<file path="config.mk">
export PLATFORM = sky130hd
export DESIGN_NAME = vcache_top
export DESIGN_NICKNAME = d
export VERILOG_FILES = /design/src/rtl/vcache_pkg.sv /design/src/rtl/vcache_victim_buf.sv /design/src/rtl/vcache_ctrl.sv /design/src/rtl/vcache_datapath.sv /design/src/rtl/vcache_top.sv
export SDC_FILE = /design/constraint.sdc
export NUM_CORES = 1
export LEC_CHECK = 0
export ABC_AREA = 1
export BUFFER_PORTS_ARGS = -buffer_cell sky130_fd_sc_hd__clkbuf_2
export CAP_MARGIN = 0
export CORE_ASPECT_RATIO = 1.25
export CORE_UTILIZATION = 56
export DETAILED_ROUTE_END_ITERATION = 12
export GPL_ROUTABILITY_DRIVEN = 0
export PLACE_DENSITY = 0.84
export SETUP_SLACK_MARGIN = 0.2
export SYNTH_ARGS = -nofsm -noshare
export SYNTH_HDL_FRONTEND = slang
export SYNTH_HIERARCHICAL = 1
export SYNTH_SLANG_ARGS = --single-unit
</file>
<file path="constraint.sdc">
create_clock -name clk -period 4.83 [get_ports clk]
set_input_delay 0.483 -clock clk [delete_from_list [all_inputs] [get_ports clk]]
set_output_delay 0.483 -clock clk [all_outputs]
set_load 0.1 [all_outputs]
</file>
<file path="src/rtl/vcache_pkg.sv">
package vcache_pkg;

  typedef enum logic [1:0] {
    ST_IDLE   = 2'd0,
    ST_LOOKUP = 2'd1,
    ST_REQ    = 2'd2,
    ST_FILL   = 2'd3
  } ctrlState_t;

  // Strobes from control to datapath
  typedef struct packed {
    logic captureAddr;  // latch incoming request address
    logic swapLine;     // exchange slot line with victim entry
    logic fillLine;     // install fill line, spill old occupant
  } ctrlStrobes_t;

endpackage

</file>
<file path="src/rtl/vcache_victim_buf.sv">
module vcache_victim_buf #(
  parameter int ADDR_W = 8,
  parameter int LINE_W = 32,
  parameter int DEPTH  = 4
) (
  input  logic              clk,
  input  logic              rstN,
  input  logic [ADDR_W-1:0] lookupAddr,
  output logic              hit,
  output logic [LINE_W-1:0] hitData,
  input  logic              insertEn,
  input  logic [ADDR_W-1:0] insertAddr,
  input  logic [LINE_W-1:0] insertData,
  input  logic              swapEn,
  input  logic [ADDR_W-1:0] swapAddr,
  input  logic [LINE_W-1:0] swapData
);

  localparam int PTR_W = (DEPTH > 1) ? $clog2(DEPTH) : 1;

  logic [DEPTH-1:0]  entValid;
  logic [ADDR_W-1:0] entAddr [DEPTH];
  logic [LINE_W-1:0] entData [DEPTH];
  logic [DEPTH-1:0]  matchVec;
  logic [PTR_W-1:0]  hitIdx;
  logic [PTR_W-1:0]  wrPtr;

  for (genvar e = 0; e < DEPTH; e++) begin : g_match
    assign matchVec[e] = entValid[e] && (entAddr[e] == lookupAddr);
  end

  always_comb begin
    hitIdx  = '0;
    hitData = '0;
    for (int e = 0; e < DEPTH; e++) begin
      if (matchVec[e]) begin
        hitIdx  = PTR_W'(e);
        hitData = entData[e];
      end
    end
  end

  assign hit = |matchVec;

  always_ff @(posedge clk) begin
    if (!rstN) begin
      entValid <= '0;
      wrPtr    <= '0;
    end else if (insertEn) begin
      entValid[wrPtr] <= 1'b1;
      wrPtr <= (wrPtr == PTR_W'(DEPTH-1)) ? '0 : wrPtr + 1'b1;
    end
  end

  always_ff @(posedge clk) begin
    if (insertEn) begin
      entAddr[wrPtr] <= insertAddr;
      entData[wrPtr] <= insertData;
    end else if (swapEn) begin
      entAddr[hitIdx] <= swapAddr;
      entData[hitIdx] <= swapData;
    end
  end

  // an address is never buffered twice
  assert_unique_entry_R5: assert property (@(posedge clk) disable iff (!rstN)
    $onehot0(matchVec));

  // a swap only happens on a buffer hit, never with an insert
  assert_swap_needs_hit_R6: assert property (@(posedge clk) disable iff (!rstN)
    swapEn |-> (hit && !insertEn));

endmodule

</file>
<file path="src/rtl/vcache_ctrl.sv">
module vcache_ctrl
  import vcache_pkg::*;
(
  input  logic         clk,
  input  logic         rstN,
  input  logic         reqValid,
  output logic         reqReady,
  output logic         rspValid,
  output logic         memReqValid,
  input  logic         memReqReady,
  input  logic         fillValid,
  output logic         fillReady,
  input  logic         mainHit,
  input  logic         vbHit,
  output ctrlStrobes_t strb
);

  ctrlState_t state, stateNext;

  always_comb begin
    stateNext = state;
    unique case (state)
      ST_IDLE:   if (reqValid) stateNext = ST_LOOKUP;
      ST_LOOKUP: stateNext = (mainHit || vbHit) ? ST_IDLE : ST_REQ;
      ST_REQ:    if (memReqReady) stateNext = ST_FILL;
      ST_FILL:   if (fillValid) stateNext = ST_IDLE;
      default:   stateNext = ST_IDLE;
    endcase
  end

  always_ff @(posedge clk) begin
    if (!rstN) state <= ST_IDLE;
    else       state <= stateNext;
  end

  assign reqReady    = (state == ST_IDLE);
  assign memReqValid = (state == ST_REQ);
  assign fillReady   = (state == ST_FILL);

  always_comb begin
    strb             = '0;
    strb.captureAddr = (state == ST_IDLE) && reqValid;
    strb.swapLine    = (state == ST_LOOKUP) && !mainHit && vbHit;
    strb.fillLine    = (state == ST_FILL) && fillValid;
  end

  assign rspValid = ((state == ST_LOOKUP) && (mainHit || vbHit)) || strb.fillLine;

  // response is a single-cycle pulse
  assert_rsp_pulse_R10: assert property (@(posedge clk) disable iff (!rstN)
    rspValid |=> !rspValid);

  // port reopens right after a response
  assert_ready_after_rsp_R2: assert property (@(posedge clk) disable iff (!rstN)
    rspValid |=> reqReady);

  // request raised only after both lookups missed
  assert_miss_before_req_R7: assert property (@(posedge clk) disable iff (!rstN)
    $rose(memReqValid) |-> $past(!mainHit && !vbHit));

  // request held until taken
  assert_req_hold_R7: assert property (@(posedge clk) disable iff (!rstN)
    (memReqValid && !memReqReady) |=> memReqValid);

endmodule

</file>
<file path="src/rtl/vcache_datapath.sv">
module vcache_datapath
  import vcache_pkg::*;
#(
  parameter int ADDR_W   = 8,
  parameter int IDX_W    = 2,
  parameter int LINE_W   = 32,
  parameter int VB_DEPTH = 4
) (
  input  logic              clk,
  input  logic              rstN,
  input  ctrlStrobes_t      strb,
  input  logic [ADDR_W-1:0] reqAddr,
  input  logic [LINE_W-1:0] fillData,
  output logic              mainHit,
  output logic              vbHit,
  output logic [LINE_W-1:0] rspData,
  output logic [ADDR_W-1:0] memReqAddr
);

  localparam int SETS  = 1 << IDX_W;
  localparam int TAG_W = ADDR_W - IDX_W;

  logic [ADDR_W-1:0] addrQ;
  logic [SETS-1:0]   mainValid;
  logic [TAG_W-1:0]  mainTag  [SETS];
  logic [LINE_W-1:0] mainData [SETS];

  logic [IDX_W-1:0]  curIdx;
  logic [TAG_W-1:0]  curTag;
  logic [ADDR_W-1:0] oldAddr;
  logic [LINE_W-1:0] oldData;
  logic [LINE_W-1:0] vbData;
  logic              spillEn;

  assign curIdx  = addrQ[IDX_W-1:0];
  assign curTag  = addrQ[ADDR_W-1:IDX_W];
  assign oldAddr = {mainTag[curIdx], curIdx};
  assign oldData = mainData[curIdx];
  assign mainHit = mainValid[curIdx] && (mainTag[curIdx] == curTag);
  assign spillEn = strb.fillLine && mainValid[curIdx];

  always_ff @(posedge clk) begin
    if (!rstN)                 addrQ <= '0;
    else if (strb.captureAddr) addrQ <= reqAddr;
  end

  always_ff @(posedge clk) begin
    if (!rstN)              mainValid <= '0;
    else if (strb.fillLine) mainValid[curIdx] <= 1'b1;
  end

  always_ff @(posedge clk) begin
    if (strb.fillLine) begin
      mainTag[curIdx]  <= curTag;
      mainData[curIdx] <= fillData;
    end else if (strb.swapLine) begin
      mainTag[curIdx]  <= curTag;
      mainData[curIdx] <= vbData;
    end
  end

  vcache_victim_buf #(
    .ADDR_W(ADDR_W),
    .LINE_W(LINE_W),
    .DEPTH (VB_DEPTH)
  ) u_vbuf (
    .clk       (clk),
    .rstN      (rstN),
    .lookupAddr(addrQ),
    .hit       (vbHit),
    .hitData   (vbData),
    .insertEn  (spillEn),
    .insertAddr(oldAddr),
    .insertData(oldData),
    .swapEn    (strb.swapLine),
    .swapAddr  (oldAddr),
    .swapData  (oldData)
  );

  always_comb begin
    if (strb.fillLine)  rspData = fillData;
    else if (mainHit)   rspData = oldData;
    else                rspData = vbData;
  end

  assign memReqAddr = addrQ;

  // a line lives in the slot or the buffer, never both
  assert_no_dual_hit_R6: assert property (@(posedge clk) disable iff (!rstN)
    !(mainHit && vbHit));

  // a fill leaves the slot valid
  assert_fill_installs_R8: assert property (@(posedge clk) disable iff (!rstN)
    strb.fillLine |=> mainValid[$past(curIdx)]);

endmodule

</file>
<file path="src/rtl/vcache_top.sv">
module vcache_top
  import vcache_pkg::*;
#(
  parameter int ADDR_W   = 8,
  parameter int IDX_W    = 2,
  parameter int LINE_W   = 32,
  parameter int VB_DEPTH = 4
) (
  input  logic              clk,
  input  logic              rstN,
  input  logic              reqValid,
  output logic              reqReady,
  input  logic [ADDR_W-1:0] reqAddr,
  output logic              rspValid,
  output logic [LINE_W-1:0] rspData,
  output logic              memReqValid,
  input  logic              memReqReady,
  output logic [ADDR_W-1:0] memReqAddr,
  input  logic              fillValid,
  output logic              fillReady,
  input  logic [LINE_W-1:0] fillData
);

  ctrlStrobes_t strb;
  logic mainHit;
  logic vbHit;

  vcache_ctrl u_ctrl (
    .clk        (clk),
    .rstN       (rstN),
    .reqValid   (reqValid),
    .reqReady   (reqReady),
    .rspValid   (rspValid),
    .memReqValid(memReqValid),
    .memReqReady(memReqReady),
    .fillValid  (fillValid),
    .fillReady  (fillReady),
    .mainHit    (mainHit),
    .vbHit      (vbHit),
    .strb       (strb)
  );

  vcache_datapath #(
    .ADDR_W  (ADDR_W),
    .IDX_W   (IDX_W),
    .LINE_W  (LINE_W),
    .VB_DEPTH(VB_DEPTH)
  ) u_dp (
    .clk       (clk),
    .rstN      (rstN),
    .strb      (strb),
    .reqAddr   (reqAddr),
    .fillData  (fillData),
    .mainHit   (mainHit),
    .vbHit     (vbHit),
    .rspData   (rspData),
    .memReqAddr(memReqAddr)
  );

  // address stable while the request waits
  assert_addr_stable_R7: assert property (@(posedge clk) disable iff (!rstN)
    (memReqValid && !memReqReady) |=> $stable(memReqAddr));

  // never waiting on the next level while open for requests
  assert_one_outstanding_R2: assert property (@(posedge clk) disable iff (!rstN)
    reqReady |-> (!memReqValid && !fillReady));

endmodule

</file>
### After elaboration in Yosys (flattened, before gate mapping)

Memory sizes are Yosys's and may differ from the RTL's. A register that Yosys moved wholly into a read port is not among the register bits.
Cells that the tools add are included.

* order comparisons: 4
* eq/ne operators: 12
* bitwise logic cells: 4
* mux-type cells: 42
* add/subtract/negate cells: 1
* reduce and logical (&&, ||, !) cells: 21

Operators by type and width (count)
* $mux 32: 8
* $eq 8x8->1: 4
* $reduce_or 32->1: 1
* $mux 2: 13
* $mux 1: 15
* $logic_and 1x1->1: 13
* $mux 8: 1
* $or 4x4->4: 2
* $pmux 2 s4: 1
* $reduce_or 8->1: 1
* $eq 2x2->1 const B: 3
* $eq 6x6->1: 1
* $lt 2x3->1 const B: 2
* $mux 6: 1
* $demux 1 s2: 2
* $ge 2x1->1 const B: 2
* $ne 2x2->1 const B: 2
* $reduce_or 4->1: 1
* $reduce_and 3->1: 1
* $add 2x1->2 const B: 1
* $bmux 1 s2: 1
* $eq 2x1->1 const B: 1
* $logic_not 2->1: 1
* $logic_or 1x1->1: 2
* other kinds (3): 4

* RAM bits: 312
* bits of input ports: 45
* memories: 4
* flip-flop bits (word level): 20

Memory list
* u_dp.mainData: words 4, width 32, rd ports 1, clocked after Yosys merged registers in 1, wr ports 1, line vcache_datapath.sv:26 `logic [LINE_W-1:0] mainData [SETS];`
* u_dp.u_vbuf.entData: words 4, width 32, rd ports 4, clocked after Yosys merged registers in 0, wr ports 1, line vcache_victim_buf.sv:23 `logic [LINE_W-1:0] entData [DEPTH];`
* u_dp.u_vbuf.entAddr: words 4, width 8, rd ports 4, clocked after Yosys merged registers in 0, wr ports 1, line vcache_victim_buf.sv:22 `logic [ADDR_W-1:0] entAddr [DEPTH];`
* u_dp.mainTag: words 4, width 6, rd ports 1, clocked after Yosys merged registers in 1, wr ports 1, line vcache_datapath.sv:25 `logic [TAG_W-1:0] mainTag [SETS];`

### Longest topological paths before layout

Gate-level depths: netlist of run 1.

* word-level depth: 11
* mapped depth: 21
* gate-level depth less buffers: 19

### Modules after synthesis

The synthesis of run 1 kept the hierarchy.

Modules (own cells, without submodules)
* vcache_victim_buf: area each 8498.2 µm², times used 1, cells an instance 863, sequential area each 4924.7 µm²
* vcache_datapath: area each 7716.2 µm², times used 1, cells an instance 790, sequential area each 4844.6 µm²
* vcache_ctrl: area each 183.9 µm², times used 1, cells an instance 30, sequential area each 40.0 µm²

### Least setup slack after synthesis of run 1

Ideal clock, no wire load.

* path kind: register to register
* start: register u_dp.addrQ[7] (netlist: u_dp/memReqAddr[7])
* end: memory u_dp.mainData[2][0], enable pin
* setup slack: -0.620 ns
* data arrival time: 4.969 ns
* cell stages (with the launch flop): 13
* path buffers: 2
* library setup time: 0.481 ns
* path through: dfxtp_1 buf_6 inv_2 nand2_1 o21ai_0 nor2_1 nand3_4 buf_2 nand4_1 nand2_1 nor2_1 nor2_1 nor3_1

RTL lines
* from (decl): line vcache_datapath.sv:23 `logic [ADDR_W-1:0] addrQ;`
* from (signal assigned): line vcache_datapath.sv:44 `else if (strb.captureAddr) addrQ <= reqAddr;`
* to (decl): line vcache_datapath.sv:26

==> metrics, run 1 <==
vias per cell=5.76; Tcrit/Tclk final=87.6%; worst stage delay on the critical path=1.05 ns; layout cells sized above 1=17.2%; Yosys warnings=6; Max Cap Viol=0; H-tree Lvls=2; initial DRC count=1,286; RSZ-0062 raised after global routing=no; die width=155 um; hold buffers post-CTS=0; skew final=0.0246 ns; # IOs=89; FMAX=236 MHz; Setup Buffers After CTS=0; dpl ws=0.740 ns; Die ar.=30,000 um2; Async SR Flop Fraction=0%; Final Hold Fails=0; Critical Path End Type=flop; Clock Sinks=334; via count=12,400; Worst-Skew Late Latency=0.53 ns; FP Rows=69; average cell area after synthesis=9.74 um2; largest net degree at the start of global routing=65; Max clock buf depth=3; count of different cell masters after synthesis=40; Final #Nets=1,792; VDD IR-drop max=0.287 mV; Syn-to-layout area delta=10.4%; Synth Net Count=1,732; Final min period=4.23 ns; initial core utilization=57.4%; critical path's top delay family=simple AND/OR/NAND/NOR gates; worst setup margin=0.601 ns; Total GRT Usage=27.5%; CP arrival=4.35 ns; first-pass GRT wire length=64.2 mm; Overflow after GRT=0; Tot Pwr=6.81 mW; top cells by area, synth=edfxtp_1 57%, nand2_1 13%, inv_1 4.1%, nand3_1 3.9%, nand3_2 3.7%; Synth top area share=57.1%; core area=28,600 um2; critical path class=reg -> reg; slew margin rel.=8.83%; Final ANT Viol Nets=0; Max FO, Critical Path=40; Post-synth EDFFs=312; Netlist Area Pre-Place=16,400 um2; Pre-antenna DRT Iters=7; Die H=193 um; count of inserted antenna diode cells=0; Seq cells post-synth=334; setup_tns=0 ns; Top FF cell, synth=edfxtp_1; CTS tree=done; clock slew at reported path FFs=0.06 ns; Max Slew Vio Count=0; final setup fails=0; root buffer selected by CTS=clkbuf_16; post-detail-place hpwl=25.1 mm; DRC=0; Worst EP required=4.95 ns; Hold Path Class=in -> reg; Routed Wire Length=40.4 mm; post-CTS sizing=0; status=finished, final reports clean; vias in the first global route=12,400; Cell Pwr Density=376 nW/um2; Buf+Inv Stages, Crit Path=4; actual slew at the worst max-slew pin=1.36 ns; Buffers on Ports=88; total CTS buffers=35; leakage=7.45 nW; Slowest cell on crit path=nor2_4; Mapped Cells=1,683; crit-path cells=inv_1 > nand3_1 > nand2_1 > nor2_1 > a21oi_1 > nand2_1 > nor2_4 > nand2_4 > inv_1 > nor2_1 > inv_1 > nor2_4 > clkinv_1 > nor2_1 > a21oi_1 > nor2_4; area leader, netlist=edfxtp_1; register area share after synthesis=59.8%; startpoint class of the critical path=flop; initial antenna violation count=0; routed len/inst=18.7 um
[metal layers]
metal / share of wire, % / GRT usage, % / vias up
met1: 37 / 34.3 / 5911
met3: 8.7 / 4.03 / 117
met4: 4.0 / 12.5 / 0
li1: - / - / 5707
met2: 50 / 47.2 / 696
met5: 0 / 0 / -
[kinds of logic (layout without fill, tap and decap cells)]
kind of cell / count (synthesis) / count (layout) / share of synthesized area (%)
AO/OA/AOI/OAI: 170 / 170 / 6.93
XOR/XNOR: 8 / 8 / 0.473
adder cells (fa/ha/maj): 4 / 4 / 0.305
buffers and inverters: 287 / 373 / 7.97
flip-flops: 334 / 334 / 59.8
AND/OR/NAND/NOR: 880 / 880 / 24.5
[final timing paths]
path | start | to | slack, ns | cells past startpoint
worst max-delay path | u_dp/memReqAddr[1] | u_dp/u_vbuf/entData[2][12] | 0.60 | 16
worst min-delay path | reqAddr[7] | u_dp/memReqAddr[7] | 0.20 | 3
worst max register to register | u_dp/memReqAddr[1] | u_dp/u_vbuf/entData[2][12] | 0.60 | 16
worst min register to register | u_dp/mainValid[1] | u_dp/mainValid[1] | 0.48 | 1
[Yosys cell counts, types with 6 or more instances]
cell and number:
nor3_1 6, nor2_1 80, nand3_2 61, buf_4 9, inv_2 15, edfxtp_1 312
inv_1 179, dfxtp_1 22, buf_2 27, a21oi_2 30, clkbuf_1 33, nor2_2 9
nand3_1 128, a21oi_1 51, a32o_1 32, xnor2_1 6, buf_6 15, nand2_1 570
o21ai_0 47
[area by class of cell]
class	count	area, um2
fill	2141	10500
sequential	334	9810
inverter	196	736
clock buffer	44	910
clock inverter	19	153
tap	390	488
multi-input combinational	1062	5350
timing repair buffer	114	661
[placed cells by master (no fill, tap or decap), types with 24 or more instances in the layout]
cell type / count
edfxtp_1: 312
nand3_2: 61
nor2_1: 74
nand3_1: 128
nand2_1: 569
a21oi_2: 30
a21oi_1: 51
clkbuf_16: 35
clkbuf_2: 88
a32o_1: 32
inv_1: 179
buf_4: 24
o21ai_0: 47
[metrics by stage]
step / instances / instance area [um2] / hold slack [ns] / utilization (%)
after floorplan: 1683 / 16400 / 0.436 / -
after global placement: 2096 / 17000 / 0.448 / 59.7
after detailed placement: 2096 / 17000 / 0.460 / 59.7
after CTS: 2159 / 18100 / 0.180 / 63.4
after global routing: 2159 / 18100 / 0.253 / 63.4
final: 2159 / 18100 / 0.202 / 63.4
[worst reg2reg max path, cell delays in order, from the launching register on]
cell and delay (ns):
dfxtp_1 0.78, inv_1 0.20, nand3_1 0.12, nand2_1 0.07, nor2_1 0.22, a21oi_1 0.07, nand2_1 0.13, nor2_4 0.05
nand2_4 0.07, inv_1 0.06, nor2_1 0.21, inv_1 0.12, nor2_4 0.15, clkinv_1 0.15, nor2_1 0.19, a21oi_1 0.17
nor2_4 1.05
[flip-flops by register name (all words and copies together) (netlist names), named ones only]
| register | flops |
|---|---|
| u_ctrl/state | 1 |
| u_dp/u_vbuf/entData | 128 |
| u_dp/mainValid | 4 |
| u_dp/u_vbuf/entValid | 4 |
| u_dp/mainTag | 24 |
| u_dp/u_vbuf/entAddr | 32 |
| u_dp/u_vbuf/wrPtr | 2 |
| u_dp/memReqAddr | 8 |
| u_dp/mainData | 128 |
[report_power, final]
group | switching (mW) | total [mW] | internal [mW]
clock | 1.08 | 2.53 | 1.45
sequential | 0.0608 | 3.33 | 3.27
combinational | 0.728 | 0.947 | 0.220
total | 1.87 | 6.81 | 4.94
No activity file was read; power rests on OpenSTA's default activity.
==> run 2, diff against run 1 <==
Settings changed: BUFFER_PORTS_ARGS -buffer_cell sky130_fd_sc_hd__clkbuf_2 to default, CORE_UTILIZATION 56 to 58, DONT_BUFFER_PORTS from default to 1, PLACE_DENSITY 0.84 to 0.83, RECOVER_POWER from default to 100.
==> run 2 against run 1 <==
The flow now finishes with violations (DRC, capacitance limit, slew limit). Hold slack got worse by 0.17 ns. Total power down 3.6%. Count of clock-buffer cells in the layout is 5 lower. Register-to-register slack got worse by 0.10 ns. Critical path type is now reg -> out. Sequential power barely moved. Setup slack got worse by 0.20 ns. Non-clock buffer count shrank 42.
==> metrics, run 2 (synthesis gave the netlist of run 1 again) <==
core area=27,700 um2 (-2.9%); count of inserted antenna diode cells=0 (unchanged); Buf+Inv Stages, Crit Path=4 (unchanged); Critical Path Stages=13 (-3); reg2reg setup slack=0.50 ns (-0.10 ns); via count=12,200 (-1.8%); commonest non-fill, non-tap cell in the layout=nand2_1; CTS tree=done; VDD IR-drop max=0.337 mV (+17%); actual slew at the worst max-slew pin=1.97 ns (+0.601 ns); top sig layer=met4; total CTS buffers=31 (-11%); hold buffers post-CTS=0 (unchanged); slew margin rel.=-31.0% (-40 points); Worst-Skew Late Latency=0.57 ns (+0.04 ns); largest net degree at the start of global routing=64 (-1.5%); Routed Wire Length=40.5 mm (+0.38%); top flop regs=u_dp/mainData (128), u_dp/u_vbuf/entData (128), u_dp/u_vbuf/entAddr (32); clock slew at reported path FFs=0.06 ns (about the same); fin area=17,700 um2 (-2.3%); Pre-antenna DRT Iters=12 (+5); Final #Nets=1,746 (-2.6%); M1 WL=15.5 mm (+3.0%); Die ar.=29,000 um2 (-3.4%); Max Slew Vio Count=39 (+39); worst stage delay on the critical path=0.97 ns (-0.08 ns); Clock Sinks=334 (unchanged); FP Rows=68 (-1.4%); met2 WL post-DR=19.9 mm (-1.7%); end of the worst hold path=u_dp/mainValid[0]; Max Cap Viol=4 (+4); Post-DP Area=16,900 um2 (-0.81%); Hold Crit Depth=2 (-1); H-tree Lvls=1 (-1); Cell Pwr Density=371 nW/um2 (-1.4%); status=complete, but fails checks; RSZ-0062 raised after global routing=no; FMAX=226 MHz (-4.6%); Tcrit/Tclk final=91.7% (+4.2 points); crit-path cells=o21ai_0 > inv_1 > nand3_2 > nor2_4 > nand3_2 > nand2_1 > inv_1 > a21oi_2 > inv_1 > nand2_1 > nand3_1 > nand2_1 > clkbuf_2; setup_tns=0 ns (unchanged); layout cells sized above 1=14.2% (-3.0 points); post-CTS sizing=0 (unchanged); FF-to-FF End=u_dp/mainData[3][15]; Max clock buf depth=3 (unchanged); routed len/inst=19.6 um (+4.7%); leakage=7.18 nW (-3.6%); Die H=190 um (-1.7%); die width=152 um (-1.7%); Final ANT Viol Nets=0 (unchanged); Overflow after GRT=0 (unchanged); first-pass GRT wire length=63.5 mm (-1.1%); critical path's top delay family=simple AND/OR/NAND/NOR gates; Syn-to-layout area delta=7.90%; failing checks=DRC, capacitance limit, slew limit; CP arrival=3.95 ns (-0.40 ns); root buffer selected by CTS=clkbuf_16; Hold Path Class=in -> reg; most frequent cells in the layout=570 x nand2_1, 312 x edfxtp_1, 179 x inv_1; Critical Path End Type=output port; Setup Buffers After CTS=0 (unchanged); initial core utilization=59.1% (+1.7 points); critical path class=reg -> out; Final min period=4.43 ns (+0.202 ns); initial DRC count=1,314 (+2.2%); Total GRT Usage=28.2% (+0.73 points); # IOs=89 (unchanged); final setup fails=0 (unchanged); Final Hold Fails=0 (unchanged); startpoint class of the critical path=flop; Worst EP required=4.35 ns (-0.60 ns); worst hold start=rstN; Slowest cell on crit path=nor2_4; vias in the first global route=12,200 (-1.5%); Register-to-Register Path Depth=6 (-10); DRC=7 (+7); post-detail-place hpwl=25.5 mm (+1.9%); skew final=0.0198 ns (-0.00484 ns); met3 WL=3.27 mm (-6.5%); initial antenna violation count=0 (unchanged); Buffers on Ports=0 (-100%); Max FO, Critical Path=31 (-23%); vias per cell=5.90 (+2.4%)
==> run 2: cell count changes in the layout (fill, tap and decap cells not counted), moves of 2 or more <==
cell	delta
clkbuf_2	-60
buf_4	+9
clkbuf_1	+5
nor2_1	+4
clkbuf_16	-3
clkinv_1	-3
clkinv_2	+3
nor2_4	-3
nor3_1	+3
nor3_2	-3
clkbuf_4	+2
inv_6	-2
==> run 2: worst max path at each step <==
stage | from | endpoint | slack (ns)
2_1_floorplan | u_dp/memReqAddr[7] | u_dp/mainData[2][0] | -0.62
6_report | u_dp/memReqAddr[7] | rspData[13] | 0.40
3_5_place_dp | flop | u_dp/u_vbuf/entData[3][16] | 0.79
3_3_place_gp | u_dp/memReqAddr[1] | u_dp/u_vbuf/entData[3][14] | 0.94
4_1_cts | flop | u_dp/u_vbuf/entData[3][14] | 0.75
5_1_grt | u_dp/memReqAddr[7] | rspData[6] | 0.22
==> run 2: worst register-to-register path, stage by stage, from the launching register on <==
cell	delay (ns)
dfxtp_1	0.48
nand2_1	0.14
nor2_1	0.20
clkbuf_1	1.43
nor2_1	0.39
nor2_2	1.05
buf_12	0.28
==> run 2: routing by layer <==
metal	GRT usage, %	up-vias
met1	34.7	5785
met5	0	-
met3	3.33	108
li1	-	5618
met2	49.2	693
met4	14.9	0
==> run 2: layout make-up <==
type / count / area, um2
clock inverters: 17 / 120
clock buffers: 39 / 827
well taps: 350 / 438
repair buffers: 72 / 469
inverters: 196 / 736
fillers: 2137 / 10000
flip-flops and latches: 334 / 9810
multi-input cells: 1062 / 5300
==> run 2: where the power goes <==
group | total [mW] | switching (mW) | internal [mW]
Sequential | 3.32 | 0.0492 | 3.27
Clock | 2.31 | 1.05 | 1.27
Combinational | 0.928 | 0.722 | 0.205
Total | 6.56 | 1.82 | 4.74
==> run 2: metrics by stage <==
step / utilization [%] / hold slack, ns / power (mW) / worst slack [ns] / cells
after global placement: 61.0 / 0.459 / 4.28 / 0.935 / 2014
after global routing: 63.8 / 0.0246 / 6.77 / 0.221 / 2070
after CTS: 64.4 / 0.0185 / 6.60 / 0.745 / 2070
after detailed placement: 61.0 / 0.461 / 4.31 / 0.787 / 2014
after floorplan: - / 0.436 / 4.09 / -0.620 / 1683
final: 63.8 / 0.0362 / 6.56 / 0.399 / 2070
==> run 3, diff against run 2 <==
Settings changed: BUFFER_PORTS_ARGS from default to -buffer_cell sky130_fd_sc_hd__clkbuf_2, CORE_MARGIN from default to 2, CORE_UTILIZATION 58 to 56, DONT_BUFFER_PORTS 1 to default, PLACE_DENSITY 0.83 to 0.84.
==> run 3 against run 2 <==
The flow finishes with violations (capacitance limit, slew limit). Setup slack got worse by 0.062 ns. Core utilization decreased by 1.6 points. Global-route usage decreased by 1.9 points. Fmax decreased by 1.4%. Total power increased by 2.7%. Non-clock buffer count increased by 53. First-iteration DRC count increased by 2.1%.
==> metrics, run 3 (synthesis gave the netlist of run 1 again) <==
via count=12,500 (+2.0%); Total GRT Usage=26.3% (-1.9 points); Overflow after GRT=0 (unchanged); initial DRC count=1,342 (+2.1%); post-CTS sizing=0 (unchanged); Comb pwr share=14.5% (+0.4 points); final setup fails=0 (unchanged); clock network power share=36.4% (+1.1 points); top flop regs=u_dp/mainData (128), u_dp/u_vbuf/entData (128), u_dp/u_vbuf/entAddr (32); vias in the first global route=12,300 (+0.36%); sw frac=27.1% (-0.59 points); Die ar.=30,700 um2 (+5.9%); commonest non-fill, non-tap cell in the layout=nand2_1; count of inserted antenna diode cells=0 (unchanged); Max Slew Vio Count=35 (-10%); hold buffers post-CTS=0 (unchanged); FP Rows=70 (+2.9%); leakage=7.43 nW (+3.5%); Routed Wire Length=40.9 mm (+0.92%); CP arrival=4.01 ns (+0.06 ns); skew final=0.0132 ns (-0.00652 ns); Post-DP Area=17,100 um2 (+1.4%); root buffer selected by CTS=clkbuf_16; Worst-Skew Late Latency=0.56 ns (about the same); Worst EP required=4.35 ns (about the same); startpoint class of the critical path=flop; post-detail-place hpwl=25.0 mm (-1.9%); fin area=18,100 um2 (+2.2%); DRC=0 (-7); fill count=2,271 (+6.3%); Final #Nets=1,799 (+3.0%); total CTS buffers=30 (-3.2%); actual slew at the worst max-slew pin=2.03 ns (+0.0649 ns); failing checks=capacitance limit, slew limit; crit-path cells=clkbuf_1 > inv_2 > nand2_1 > nand2_1 > inv_1 > nand3_4 > nor2_8 > nand3_2 > nand2_1 > inv_1 > a21oi_1 > inv_1 > nand2_1 > nand3_1 > nand2_1 > clkbuf_2; Buffers on Ports=88 (+88); Cell Pwr Density=373 nW/um2 (+0.47%); P_sw=1.83 mW (+0.54%); # IOs=89 (unchanged); Max Cap Viol=1 (-3); H-tree Lvls=1 (unchanged); most frequent cells in the layout=569 x nand2_1, 312 x edfxtp_1, 179 x inv_1; Pre-antenna DRT Iters=8 (-4); Int Pwr=4.91 mW (+3.6%); Layout Cells excl Fill=2,170 (+4.8%); Final Hold Fails=0 (unchanged); initial antenna violation count=0 (unchanged); core area=29,100 um2 (+4.8%); Max clock buf depth=3 (unchanged); vias per cell=5.74 (-2.7%); Slowest cell on crit path=clkbuf_1; Tcrit/Tclk final=93.0% (+1.3 points); CTS tree=done; Max FO, Critical Path=31 (unchanged); Final ANT Viol Nets=0 (unchanged); most frequent CP cell=nand2_1; critical path's top delay family=buffers and inverters; slew margin rel.=-35.3% (-4.3 points); Hold Path Class=in -> reg; FMAX=223 MHz (-1.4%); layout cells sized above 1=16.2% (+2.0 points); critical path class=reg -> out; Critical Path End Type=output port; routed len/inst=18.8 um (-3.7%); Buf+Inv Stages, Crit Path=6 (+2); Sequential Power Share=49.1% (-1.5 points); largest net degree at the start of global routing=64 (unchanged); Final min period=4.49 ns (+0.0623 ns); clock slew at reported path FFs=0.06 ns (about the same); initial core utilization=56.4% (-2.7 points); Setup Buffers After CTS=0 (unchanged); Die H=195 um (+2.8%); RSZ-0062 raised after global routing=no; VDD IR-drop max=0.221 mV (-34%); Cells after DPL=2,113 (+4.9%); die width=157 um (+3.1%); Syn-to-layout area delta=10.3%; status=complete, but fails checks; first-pass GRT wire length=63.0 mm (-0.69%); worst stage delay on the critical path=0.60 ns (-0.37 ns); Clock Sinks=334 (unchanged)
==> run 3: worst paths after layout <==
path | startpoint | endpoint | slack, ns | depth (start not counted)
max | u_dp/memReqAddr[3] | rspData[27] | 0.34 | 16
min reg2reg | u_dp/mainValid[2] | u_dp/mainValid[2] | 0.47 | 1
max reg2reg | flop | u_dp/mainData[0][10] | 0.35 | 6
min | reqAddr[4] | u_dp/memReqAddr[4] | 0.17 | 3
==> run 3: routing by layer <==
metal  global-route usage [%]  wire (um)
met5                        0          0
met4                     13.4       2010
met3                     3.79       3520
met2                     45.3      20100
met1                     32.3      15200
==> run 3: worst register-to-register path: stages (launching register included) <==
cell	delay, ns
dfxtp_1	0.48
nand2_1	0.13
nor2_1	0.20
clkbuf_1	1.48
nor2_1	0.49
nor3_1	0.38
clkbuf_1	0.92
==> run 3: layout make-up <==
type                            count  area (um2)  share of cell area, %
Clock buffer                       43         947                   5.24
Tap cell                          396         495                   2.74
Timing Repair Buffer              125         692                   3.82
Inverter                          196         736                   4.07
Multi-Input combinational cell   1063        5320                   29.4
Clock inverter                     13        92.6                  0.512
Sequential cell                   334        9810                   54.2
==> run 3: per-stage QoR <==
| stage | power, mW | hold slack [ns] | TNS, ns | util, % | worst slack, ns |
|---|---|---|---|---|---|
| after floorplan | 4.09 | 0.436 | -70.66 | - | -0.620 |
| after global placement | 4.30 | 0.459 | 0 | 59.0 | 0.677 |
| after detailed placement | 4.34 | 0.454 | 0 | 59.0 | 0.535 |
| after CTS | 6.76 | 0.157 | 0 | 62.6 | 0.474 |
| after global routing | 6.95 | 0.180 | 0 | 62.2 | 0.155 |
| final | 6.74 | 0.172 | 0 | 62.2 | 0.337 |
==> run 3: power groups by stage <==
stage	registers [mW]	logic (mW)	clock network, mW
after floorplan	3.42	0.669	0
after global placement	3.37	0.929	0
after detailed placement	3.37	0.963	0
after CTS	3.31	0.974	2.48
after global routing	3.31	1.05	2.58
final	3.31	0.974	2.46
